==> src/rtl/npc_pkg.sv <==
package npc_pkg;

    // Default geometry of the instruction address space.
    localparam int unsigned NPC_ADDR_W = 32;
    localparam int unsigned NPC_OFF_W  = 16;
    localparam int unsigned NPC_TGT_W  = 26;
    localparam int unsigned NPC_ALIGN  = 2;

    // Routing source for the next address.
    typedef enum logic [1:0] {
        SRC_SEQ    = 2'b00,
        SRC_BRANCH = 2'b01,
        SRC_REGION = 2'b10,
        SRC_REG    = 2'b11
    } npc_src_e;

endpackage

==> src/rtl/npc_seq_adder.sv <==
// Steps an address forward by one instruction.
module npc_seq_adder #(
    parameter int unsigned ADDR_W = 32,
    parameter int unsigned ALIGN  = 2
) (
    input  logic [ADDR_W-1:0] addr_in,
    output logic [ADDR_W-1:0] addr_step
);
    localparam logic [ADDR_W-1:0] STEP = ADDR_W'(1) << ALIGN;

    always_comb begin
        addr_step = addr_in + STEP;
    end
endmodule

==> src/rtl/npc_branch_target.sv <==
// Adds a signed instruction count, scaled to bytes, to a base address.
module npc_branch_target #(
    parameter int unsigned ADDR_W = 32,
    parameter int unsigned OFF_W  = 16,
    parameter int unsigned ALIGN  = 2
) (
    input  logic [ADDR_W-1:0] base,
    input  logic [OFF_W-1:0]  disp_words,
    output logic [ADDR_W-1:0] target
);
    localparam int unsigned EXT_W = ADDR_W - OFF_W - ALIGN;

    logic [ADDR_W-1:0] disp_bytes;

    always_comb begin
        disp_bytes = {{EXT_W{disp_words[OFF_W-1]}}, disp_words, {ALIGN{1'b0}}};
        target     = base + disp_bytes;
    end
endmodule

==> src/rtl/npc_jump_splice.sv <==
// Builds a region jump address from the current region and a word index.
module npc_jump_splice #(
    parameter int unsigned ADDR_W = 32,
    parameter int unsigned TGT_W  = 26,
    parameter int unsigned ALIGN  = 2
) (
    input  logic [ADDR_W-1:0] region_src,
    input  logic [TGT_W-1:0]  word_index,
    output logic [ADDR_W-1:0] target
);
    localparam int unsigned REGION_W = ADDR_W - TGT_W - ALIGN;

    always_comb begin
        target = {region_src[ADDR_W-1 -: REGION_W], word_index, {ALIGN{1'b0}}};
    end
endmodule

==> src/rtl/npc_unit.sv <==
module npc_unit
    import npc_pkg::*;
#(
    parameter int unsigned ADDR_W = NPC_ADDR_W,
    parameter int unsigned OFF_W  = NPC_OFF_W,
    parameter int unsigned TGT_W  = NPC_TGT_W,
    parameter int unsigned ALIGN  = NPC_ALIGN
) (
    input  logic [ADDR_W-1:0] pc_now,
    input  logic [OFF_W-1:0]  br_offset,
    input  logic [TGT_W-1:0]  jmp_index,
    input  logic [ADDR_W-1:0] jr_value,
    input  logic              br_taken,
    input  logic [1:0]        src_sel,
    output logic [ADDR_W-1:0] pc_next,
    output logic [ADDR_W-1:0] pc_link
);
    logic [ADDR_W-1:0] seq_addr;
    logic [ADDR_W-1:0] br_addr;
    logic [ADDR_W-1:0] region_addr;
    npc_src_e          src;

    npc_seq_adder #(
        .ADDR_W (ADDR_W),
        .ALIGN  (ALIGN)
    ) u_seq (
        .addr_in   (pc_now),
        .addr_step (seq_addr)
    );

    npc_branch_target #(
        .ADDR_W (ADDR_W),
        .OFF_W  (OFF_W),
        .ALIGN  (ALIGN)
    ) u_branch (
        .base       (seq_addr),
        .disp_words (br_offset),
        .target     (br_addr)
    );

    npc_jump_splice #(
        .ADDR_W (ADDR_W),
        .TGT_W  (TGT_W),
        .ALIGN  (ALIGN)
    ) u_splice (
        .region_src (pc_now),
        .word_index (jmp_index),
        .target     (region_addr)
    );

    always_comb begin
        src = npc_src_e'(src_sel);
    end

    always_comb begin
        pc_link = seq_addr;
        unique case (src)
            SRC_SEQ:    pc_next = seq_addr;
            SRC_BRANCH: pc_next = br_taken ? br_addr : seq_addr;
            SRC_REGION: pc_next = region_addr;
            SRC_REG:    pc_next = jr_value;
            default:    pc_next = seq_addr;
        endcase
    end
endmodule

==> config.mk <==
export PLATFORM = sky130hd
export DESIGN_NAME = npc_unit
export DESIGN_NICKNAME = d
export VERILOG_FILES = /design/src/rtl/npc_pkg.sv /design/src/rtl/npc_seq_adder.sv /design/src/rtl/npc_branch_target.sv /design/src/rtl/npc_jump_splice.sv /design/src/rtl/npc_unit.sv
export SDC_FILE = /design/constraint.sdc
export NUM_CORES = 1
export LEC_CHECK = 0
export BUFFER_PORTS_ARGS = -buffer_cell sky130_fd_sc_hd__buf_2
export CAP_MARGIN = 20
export CELL_PAD_IN_SITES_DETAIL_PLACEMENT = 0
export CELL_PAD_IN_SITES_GLOBAL_PLACEMENT = 1
export CORE_MARGIN = 2
export CORE_UTILIZATION = 35
export DETAILED_ROUTE_END_ITERATION = 10
export PLACE_DENSITY_LB_ADDON = 0.12
export RECOVER_POWER = 50
export SLEW_MARGIN = 15
export SYNTH_ARGS = -nofsm -noshare
export SYNTH_HDL_FRONTEND = slang
export SYNTH_SLANG_ARGS = --single-unit
==> constraint.sdc <==
create_clock -name vclk -period 6.89
set_input_delay 0.689 -clock vclk [all_inputs]
set_output_delay 0.689 -clock vclk [all_outputs]
set_load 0.05 [all_outputs]
==> results of run 1 <==
[final timing paths]
kind,from,to,slack (ns),depth (start not counted)
max,pc_now[2],pc_next[23],1.64,16
min,jr_value[0],pc_next[0],1.77,4
[through the flow]
step | utilization [%] | setup WS, ns | hold slack, ns
floorplan | - | 0.7204 | 1.545
global placement | 46.12 | 1.756 | 1.682
detailed placement | 46.12 | 1.723 | 1.685
CTS | 46.12 | 1.702 | 1.686
global route | 45.52 | 1.368 | 1.776
finish | 45.52 | 1.636 | 1.766
[cell families after synthesis]
logic type | Yosys count | synth area share, %
mux | 20 | 9.125
fa+ha+maj | 35 | 13.48
compound gates | 159 | 31.35
xor+xnor | 50 | 13.48
buf+inv | 45 | 6.020
simple gates | 178 | 26.54
[power groups by stage]
stage          clock, W  combinational (W)  sequential (W)
2_1_floorplan         0           0.000335               0
3_3_place_gp          0           0.000456               0
3_5_place_dp          0           0.000456               0
4_1_cts               0           0.000459               0
5_1_grt               0           0.000493               0
6_report              0           0.000457               0
[synthesized netlist by cell type, types with 3 or more instances]
cell and count:
a21o_1 17, a21oi_1 48, a221o_1 6, a31oi_1 3, and2_1 5, and3_1 8
and4_1 5, buf_6 3, clkbuf_1 15, ha_1 34, inv_1 25, mux2i_1 11
mux4_2 8, nand2_1 49, nand2b_1 5, nand3_1 20, nand3b_1 3, nand4_1 11
nor2_1 51, nor3_1 12, o2111ai_1 3, o211ai_1 5, o21a_1 6, o21ai_0 36
o21bai_1 3, o221ai_1 7, o31ai_1 3, xnor2_1 31, xor2_1 18
[per-layer routing]
metal | vias up | wire (µm) | track usage, %
met4 | 0 | 129 | 3.326
met3 | 14 | 663 | 0.7591
met1 | 1986 | 6105 | 34.63
met5 | - | 0 | 0
li1 | 2140 | - | -
met2 | 150 | 6339 | 43.66
[area by class of cell]
type	count	share of cell area, %
inverter	25	2.241
multi-input combinational	442	73.82
tap	111	3.317
timing repair buffer	178	20.62
[cells in the final DEF, fill, tap and decap left out, types with 2 or more instances in the layout]
cell type,count
and2_1,4
mux4_2,8
xor2_1,18
o2111ai_1,3
o21a_1,6
nand3b_1,3
mux2i_1,11
a221o_1,6
o31ai_1,3
o211ai_1,5
o2bb2ai_1,2
and4_1,5
nor2_1,51
ha_1,34
o22ai_1,2
nand2_1,49
nor4_1,2
a22o_1,2
a21o_1,17
o211a_1,2
o21bai_1,3
o221a_2,2
o221ai_1,7
a31oi_1,3
o21ai_0,36
xnor2_1,31
a211oi_1,2
inv_1,25
nand2b_1,5
buf_4,4
a221oi_1,2
buf_2,144
nor3_1,12
clkbuf_1,30
nand4_1,11
and3_1,8
a21oi_1,48
nand3_1,20
a32o_1,2
[tightest hold or removal path: stages]
cell,delay [ns]
buf_2,0.10
inv_1,0.04
o2bb2ai_1,0.05
buf_2,0.20
==> impl_metrics.tcl, run 1 <==
set metrics [dict create \
    post-route-period-util_pct 76.25 \
    internal-power_w 0.0001518 \
    synth_warnings 0 \
    grt_pass1_wl_um 20390 \
    post_cts_buffers 0 \
    postRouteAntennaNets 0 \
    required_ns 6.20 \
    synth_nets 631 \
    netlist.area_leader.share_pct 12.87 \
    synth_cells 487 \
    grt_max_degree 40 \
    fin_total_pwr_w 0.0004570 \
    setup_viol_count_final 0 \
    drtIter0Drc 147 \
    slowest_stage "nor2_1" \
    period_needed_ns 5.254 \
    syn_area_per_cell_um2 6.785 \
    regArea_um2 0 \
    yosysSeqAreaShare_pct 0 \
    seq_cell_count 0 \
    fmax_ghz 0.1903 \
    critPathMaxStageDelay_ns 0.67 \
    gp_congestion 0.9609 \
    n_clock_buffer 0 \
    final_cell_area_um2 4187 \
    p_seq_share_pct 0 \
    dp_hpwl_um 10630 \
    final_cell_count_no_fill 756 \
    die_area_um2 10230 \
    maxSlewViolCount 70 \
    place_area_um2 4242 \
    comb_power_share_pct 100.0 \
    p_leak_nw 2.029 \
    pin_count 173 \
    grt_pass1_vias 4093 \
    grt.total_usage_pct 24.79 \
    holdCritPathClass "in -> out" \
    p_sw_w 0.0003052 \
    die_h_um 101.2 \
    worstPathCellList "buf_2 > ha_1 > nand2_1 > nor2_1 > nand3_1 > xnor2_1 > ha_1 > a21oi_1 > o21bai_1 > a21oi_1 > o21a_1 > a21boi_0 > o21a_1 > o31ai_1 > mux4_2 > buf_2" \
    synthTopCellsByArea "ha_1 (13%), xnor2_1 (8.2%), a21oi_1 (7.3%)" \
    dpl.cell_count 756 \
    synth_top_area_cell "ha_1" \
    slew_headroom_pct -27.23 \
    die_w_um 101.2 \
    worstPathArrival_ns 4.56 \
    powerDensity_nw_per_um2 109.2 \
    worst_pin_slew_ns 1.908 \
    rsz0062_at_grt "false" \
    start_kind "primary input" \
    initial_core_util_pct 35.93 \
    antenna_cells 0 \
    coreArea_um2 9196 \
    wl_um 13240 \
    cap_violations 2 \
    worstPathMaxFanout 7 \
    viasPerCell 5.675 \
    critPathCaptureType "output port" \
    violations "capacitance limit, slew limit" \
    overflow 0 \
    antenna_found_initial 0 \
    ctsResizeCount 0 \
    holdBufCountCts 0 \
    synth_area_um2 3304 \
    synth_cell_types 56 \
    cp_top_family "compound AO/OA/AOI/OAI gates" \
    area_growth_pct 26.69 \
    status "finished, violations left" \
    first_pass_iters 5 \
    io_buffer_count 173 \
    path_buf_inv 2 \
    criticalPathCategory "in -> out" \
    layout-drive-gt1-share_pct 25.74 \
    dr_total_vias 4290 \
    peakVddDrop_uv 49.45 \
    p_sw_share_pct 66.78 \
    fin_nets 791 \
    fin_tns_setup_ns 0 \
    power_frac_clock_pct 0 \
    wl_per_cell_um 17.51 \
    hold_viol_final 0 \
    multi_input_area_um2 3090 \
    fill_cells 1027 \
    rows 35 \
    post-route-drc-count 0 \
]
Note: power is estimated with default switching activity, not from simulation.
==> run 2: changes to the inputs <==
CORE_UTILIZATION = 29   (was 35)
clock period = 4.3 ns   (was 6.89 ns; I/O delays follow)
==> impl_metrics.tcl, run 2 (synthesis gave the netlist of run 1 again) <==
set metrics [dict create \
    status "finished, final reports clean" \
    coreArea_um2 10980 \
    worst_pin_slew_ns 1.169 \
    place_area_um2 4641 \
    die_h_um 110.7 \
    antenna_cells 0 \
    layout_setup_ws_ns 0.2249 \
    min_to "pc_next[0]" \
    die_w_um 110.7 \
    layout_common_cells "buf_2 (158), nand2_1 (49), nor2_1 (48)" \
    holdBufCountCts 0 \
    gp_congestion 0.9153 \
    overflow 0 \
    die_area_um2 12260 \
    fin_nets 817 \
    worstPathCellList "buf_2 > and4_2 > nand2_1 > xnor2_2 > ha_2 > a21oi_1 > o21ai_0 > or3_1 > o211ai_1 > buf_4 > nand2_1 > a211o_1 > a31o_2 > mux2i_4 > buf_4" \
    use_met3_pct 1.531 \
    powerDensity_nw_per_um2 168.6 \
    holdCritPathClass "in -> out" \
    n_clock_buffer 0 \
    hold_viol_final 0 \
    antenna_found_initial 0 \
    postRouteAntennaNets 0 \
    p_sw_w 0.0005177 \
    cp_num_cells 15 \
    gr-usage-met2_pct 40.70 \
    grt_max_degree 24 \
    dp_slack_ns 0.1047 \
    worstPathArrival_ns 3.65 \
    io_buffer_count 173 \
    critPathCaptureType "output port" \
    seq_cell_count 0 \
    critPathMaxStageDelay_ns 0.37 \
    drtIter0Drc 193 \
    cap_violations 0 \
    path_buf_inv 3 \
    start_kind "primary input" \
    grt_pass1_wl_um 23250 \
    slew_headroom_pct 22.05 \
    post-route-drc-count 0 \
    p_leak_nw 2.323 \
    initial_core_util_pct 30.09 \
    cp_top_family "compound AO/OA/AOI/OAI gates" \
    peakVddDrop_uv 92.63 \
    grt_pass1_vias 4347 \
    period_needed_ns 4.075 \
    hold_depth 4 \
    dr_total_vias 4430 \
    maxSlewViolCount 0 \
    final_cell_area_um2 4727 \
    fmax_ghz 0.2454 \
    wl_per_cell_um 18.09 \
    slowest_stage "ha_2" \
    area_growth_pct 43.05 \
    hp-start "jr_value[0]" \
    p_seq_share_pct 0 \
    first_pass_iters 5 \
    grt.total_usage_pct 22.73 \
    top_usage_layer "met2" \
    setup_viol_count_final 0 \
    internal-power_w 0.0002793 \
    worstPathMaxFanout 6 \
    required_ns 3.87 \
    rows 38 \
    power_frac_clock_pct 0 \
    wl_um 14670 \
    dp_hpwl_um 11940 \
    layout_commonest_cell "buf_2" \
    viasPerCell 5.462 \
    post-route-period-util_pct 94.77 \
    regArea_um2 0 \
    pin_count 173 \
    layout-drive-gt1-share_pct 37.41 \
    p_sw_share_pct 64.95 \
    comb_power_share_pct 100.0 \
    criticalPathCategory "in -> out" \
    grt_util_met1_pct 31.17 \
    fin_tns_setup_ns 0 \
]
run 2: layer usage:
layer / vias to the layer above / wire, µm / share of wire (%)
met3: 6 / 737 / 5.0
li1: 2189 / - / -
met4: 0 / 108 / 0.74
met5: - / 0 / 0
met2: 141 / 7017 / 48
met1: 2094 / 6809 / 46
run 2: worst max path at each step:
stage,from,endpoint,slack [ns]
final,pc_now[4],pc_next[31],0.22
after detailed placement,pc_now[2],pc_next[28],0.10
after floorplan,pc_now[5],pc_next[28],-0.12
after global placement,pc_now[4],pc_next[31],0.16
after global routing,pc_now[4],pc_next[18],-0.01
after CTS,pc_now[2],pc_next[28],0.09
run 2: power groups by stage:
| stage | Combinational [W] | Sequential [W] | Clock (W) |
|---|---|---|---|
| 4_1_cts | 0.000783 | 0 | 0 |
| 2_1_floorplan | 0.000556 | 0 | 0 |
| 3_5_place_dp | 0.000778 | 0 | 0 |
| 5_1_grt | 0.000859 | 0 | 0 |
| 3_3_place_gp | 0.000778 | 0 | 0 |
| 6_report | 0.000797 | 0 | 0 |
run 2: worst min-delay path: cells and delay by family:
kind | cells | cell delay (ns)
buffers and inverters | 3 | 0.33
AO/OA/AOI/OAI | 1 | 0.04
run 2: layout make-up:
type / instances / area [µm²]
inverters: 25 / 93.84
well taps: 140 / 175.2
fillers: 1225 / 6256
multi-input cells: 442 / 3371
repair buffers: 204 / 1087
run 2: what timing repair did:
action,in CTS,in global routing
resized for setup,0,21
endpoints found under the hold margin,0,0
setup endpoints to repair,0,13
buffers inserted,0,5
run 2: per-stage QoR:
stage | instances | total power [W] | hold slack [ns] | util (%)
2_1_floorplan | 487 | 0.0005562 | 0.9932 | -
3_3_place_gp | 806 | 0.0007782 | 1.163 | 42.25
3_5_place_dp | 806 | 0.0007777 | 1.167 | 42.25
4_1_cts | 806 | 0.0007827 | 1.167 | 42.25
5_1_grt | 811 | 0.0008587 | 1.255 | 43.04
6_report | 811 | 0.0007970 | 1.239 | 43.04
==> run 3: changes to the inputs <==
CORE_UTILIZATION = 35   (was 29)
SLEW_MARGIN = default   (was 15)
clock period = 4.85 ns   (was 4.3 ns; I/O delays follow)
==> impl_metrics.tcl, run 3 (synthesis gave the netlist of run 1 again) <==
set metrics [dict create \
    worstPathMaxFanout 7 \
    viasPerCell 5.701 \
    antenna_cells 0 \
    cap_violations 1 \
    wl_per_cell_um 17.76 \
    fmax_ghz 0.2212 \
    n_clock_buffer 0 \
    rsz0062_at_grt "false" \
    post_cts_buffers 0 \
    powerDensity_nw_per_um2 152.8 \
    place_area_um2 4354 \
    post-route-period-util_pct 93.23 \
    drtIter0Drc 222 \
    peakVddDrop_uv 67.51 \
    grt_max_degree 40 \
    p_leak_nw 2.112 \
    required_ns 4.37 \
    ctsResizeCount 0 \
    postRouteAntennaNets 0 \
    antenna_found_initial 0 \
    pin_count 173 \
    holdCritPathClass "in -> out" \
    setup_viol_count_final 0 \
    fin_nets 793 \
    dpl.cell_count 758 \
    die_area_um2 10230 \
    initial_core_util_pct 35.93 \
    hold_viol_final 0 \
    wl_um 13460 \
    post-route-util_pct 46.93 \
    layout-drive-gt1-share_pct 27.82 \
    die_w_um 101.2 \
    criticalPathCategory "in -> out" \
    final_cell_count_no_fill 758 \
    layout_setup_ws_ns 0.3283 \
    layout_common_cells "buf_2 (142), nor2_1 (51), nand2_1 (49)" \
    dp_hpwl_um 10750 \
    status "finished, violations left" \
    period_needed_ns 4.522 \
    first_pass_iters 4 \
    rows 35 \
    critPathCaptureType "output port" \
    dp_slack_ns 0.3470 \
    regArea_um2 0 \
    grt_pass1_wl_um 20670 \
    dr_total_vias 4321 \
    grt_pass1_vias 3913 \
    overflow 0 \
    layout_commonest_cell "buf_2" \
    grt.total_usage_pct 25.19 \
    violations "capacitance limit, slew limit" \
    coreArea_um2 9196 \
    maxSlewViolCount 40 \
    final_cell_area_um2 4315 \
    io_buffer_count 173 \
    area_growth_pct 30.59 \
    die_h_um 101.2 \
    fin_worst_hold_slack_ns 1.352 \
    seq_cell_count 0 \
    worst_pin_slew_ns 1.943 \
    slew_headroom_pct -29.51 \
    hp-start "jr_value[0]" \
    min_to "pc_next[0]" \
    gp_congestion 0.9090 \
    start_kind "primary input" \
    hold_depth 4 \
    worstPathArrival_ns 4.04 \
    holdBufCountCts 0 \
    post-route-drc-count 0 \
]
[run 3: worst max path at each step]
stage	startpoint	end	slack, ns	cells after the start
after CTS	pc_now[2]	pc_next[28]	0.34	16
after detailed placement	pc_now[2]	pc_next[28]	0.35	16
final	pc_now[2]	pc_next[28]	0.33	16
after global routing	pc_now[2]	pc_next[28]	0.02	16
after global placement	pc_now[2]	pc_next[28]	0.44	16
after floorplan	pc_now[5]	pc_next[24]	-0.02	13
[run 3: cell type report]
cell class | instances | area, µm²
tap | 111 | 138.9
timing repair buffer | 180 | 879.6
multi-input combinational | 442 | 3203
inverter | 25 | 93.84
fill | 1017 | 4881
[run 3: report_power, final]
part	switching, W	internal [W]
Combinational	0.000440	0.000220
Clock	0	0
Sequential	0	0
Total	0.000440	0.000220
[run 3: metrics by stage]
| stage | total power, W | setup TNS, ns |
|---|---|---|
| 3_5_place_dp | 0.0006557 | 0 |
| 3_3_place_gp | 0.0006578 | 0 |
| 6_report | 0.0006594 | 0 |
| 4_1_cts | 0.0006600 | 0 |
| 2_1_floorplan | 0.0004813 | -0.01631 |
| 5_1_grt | 0.0007121 | 0 |
[run 3: worst max-delay path, stage by stage]
cell and delay (ns):
buf_2 0.13, ha_1 0.26, nand2_1 0.13, nor2_1 0.14, buf_4 0.18, xor2_1 0.29, ha_1 0.37, nand4_1 0.12
a21oi_1 0.05, a2111o_1 0.38, nor3_2 0.32, o31ai_1 0.13, a31oi_1 0.38, nor3_1 0.16, nor4_4 0.22, buf_2 0.30
[run 3: metal layers]
| metal | up-vias | routed length (µm) | track usage [%] |
|---|---|---|---|
| met5 | - | 0 | 0 |
| met4 | 0 | 34 | 0.6237 |
| met3 | 4 | 869 | 1.725 |
| met2 | 173 | 6219 | 42.54 |
| met1 | 1995 | 6336 | 37.23 |
| li1 | 2149 | - | - |
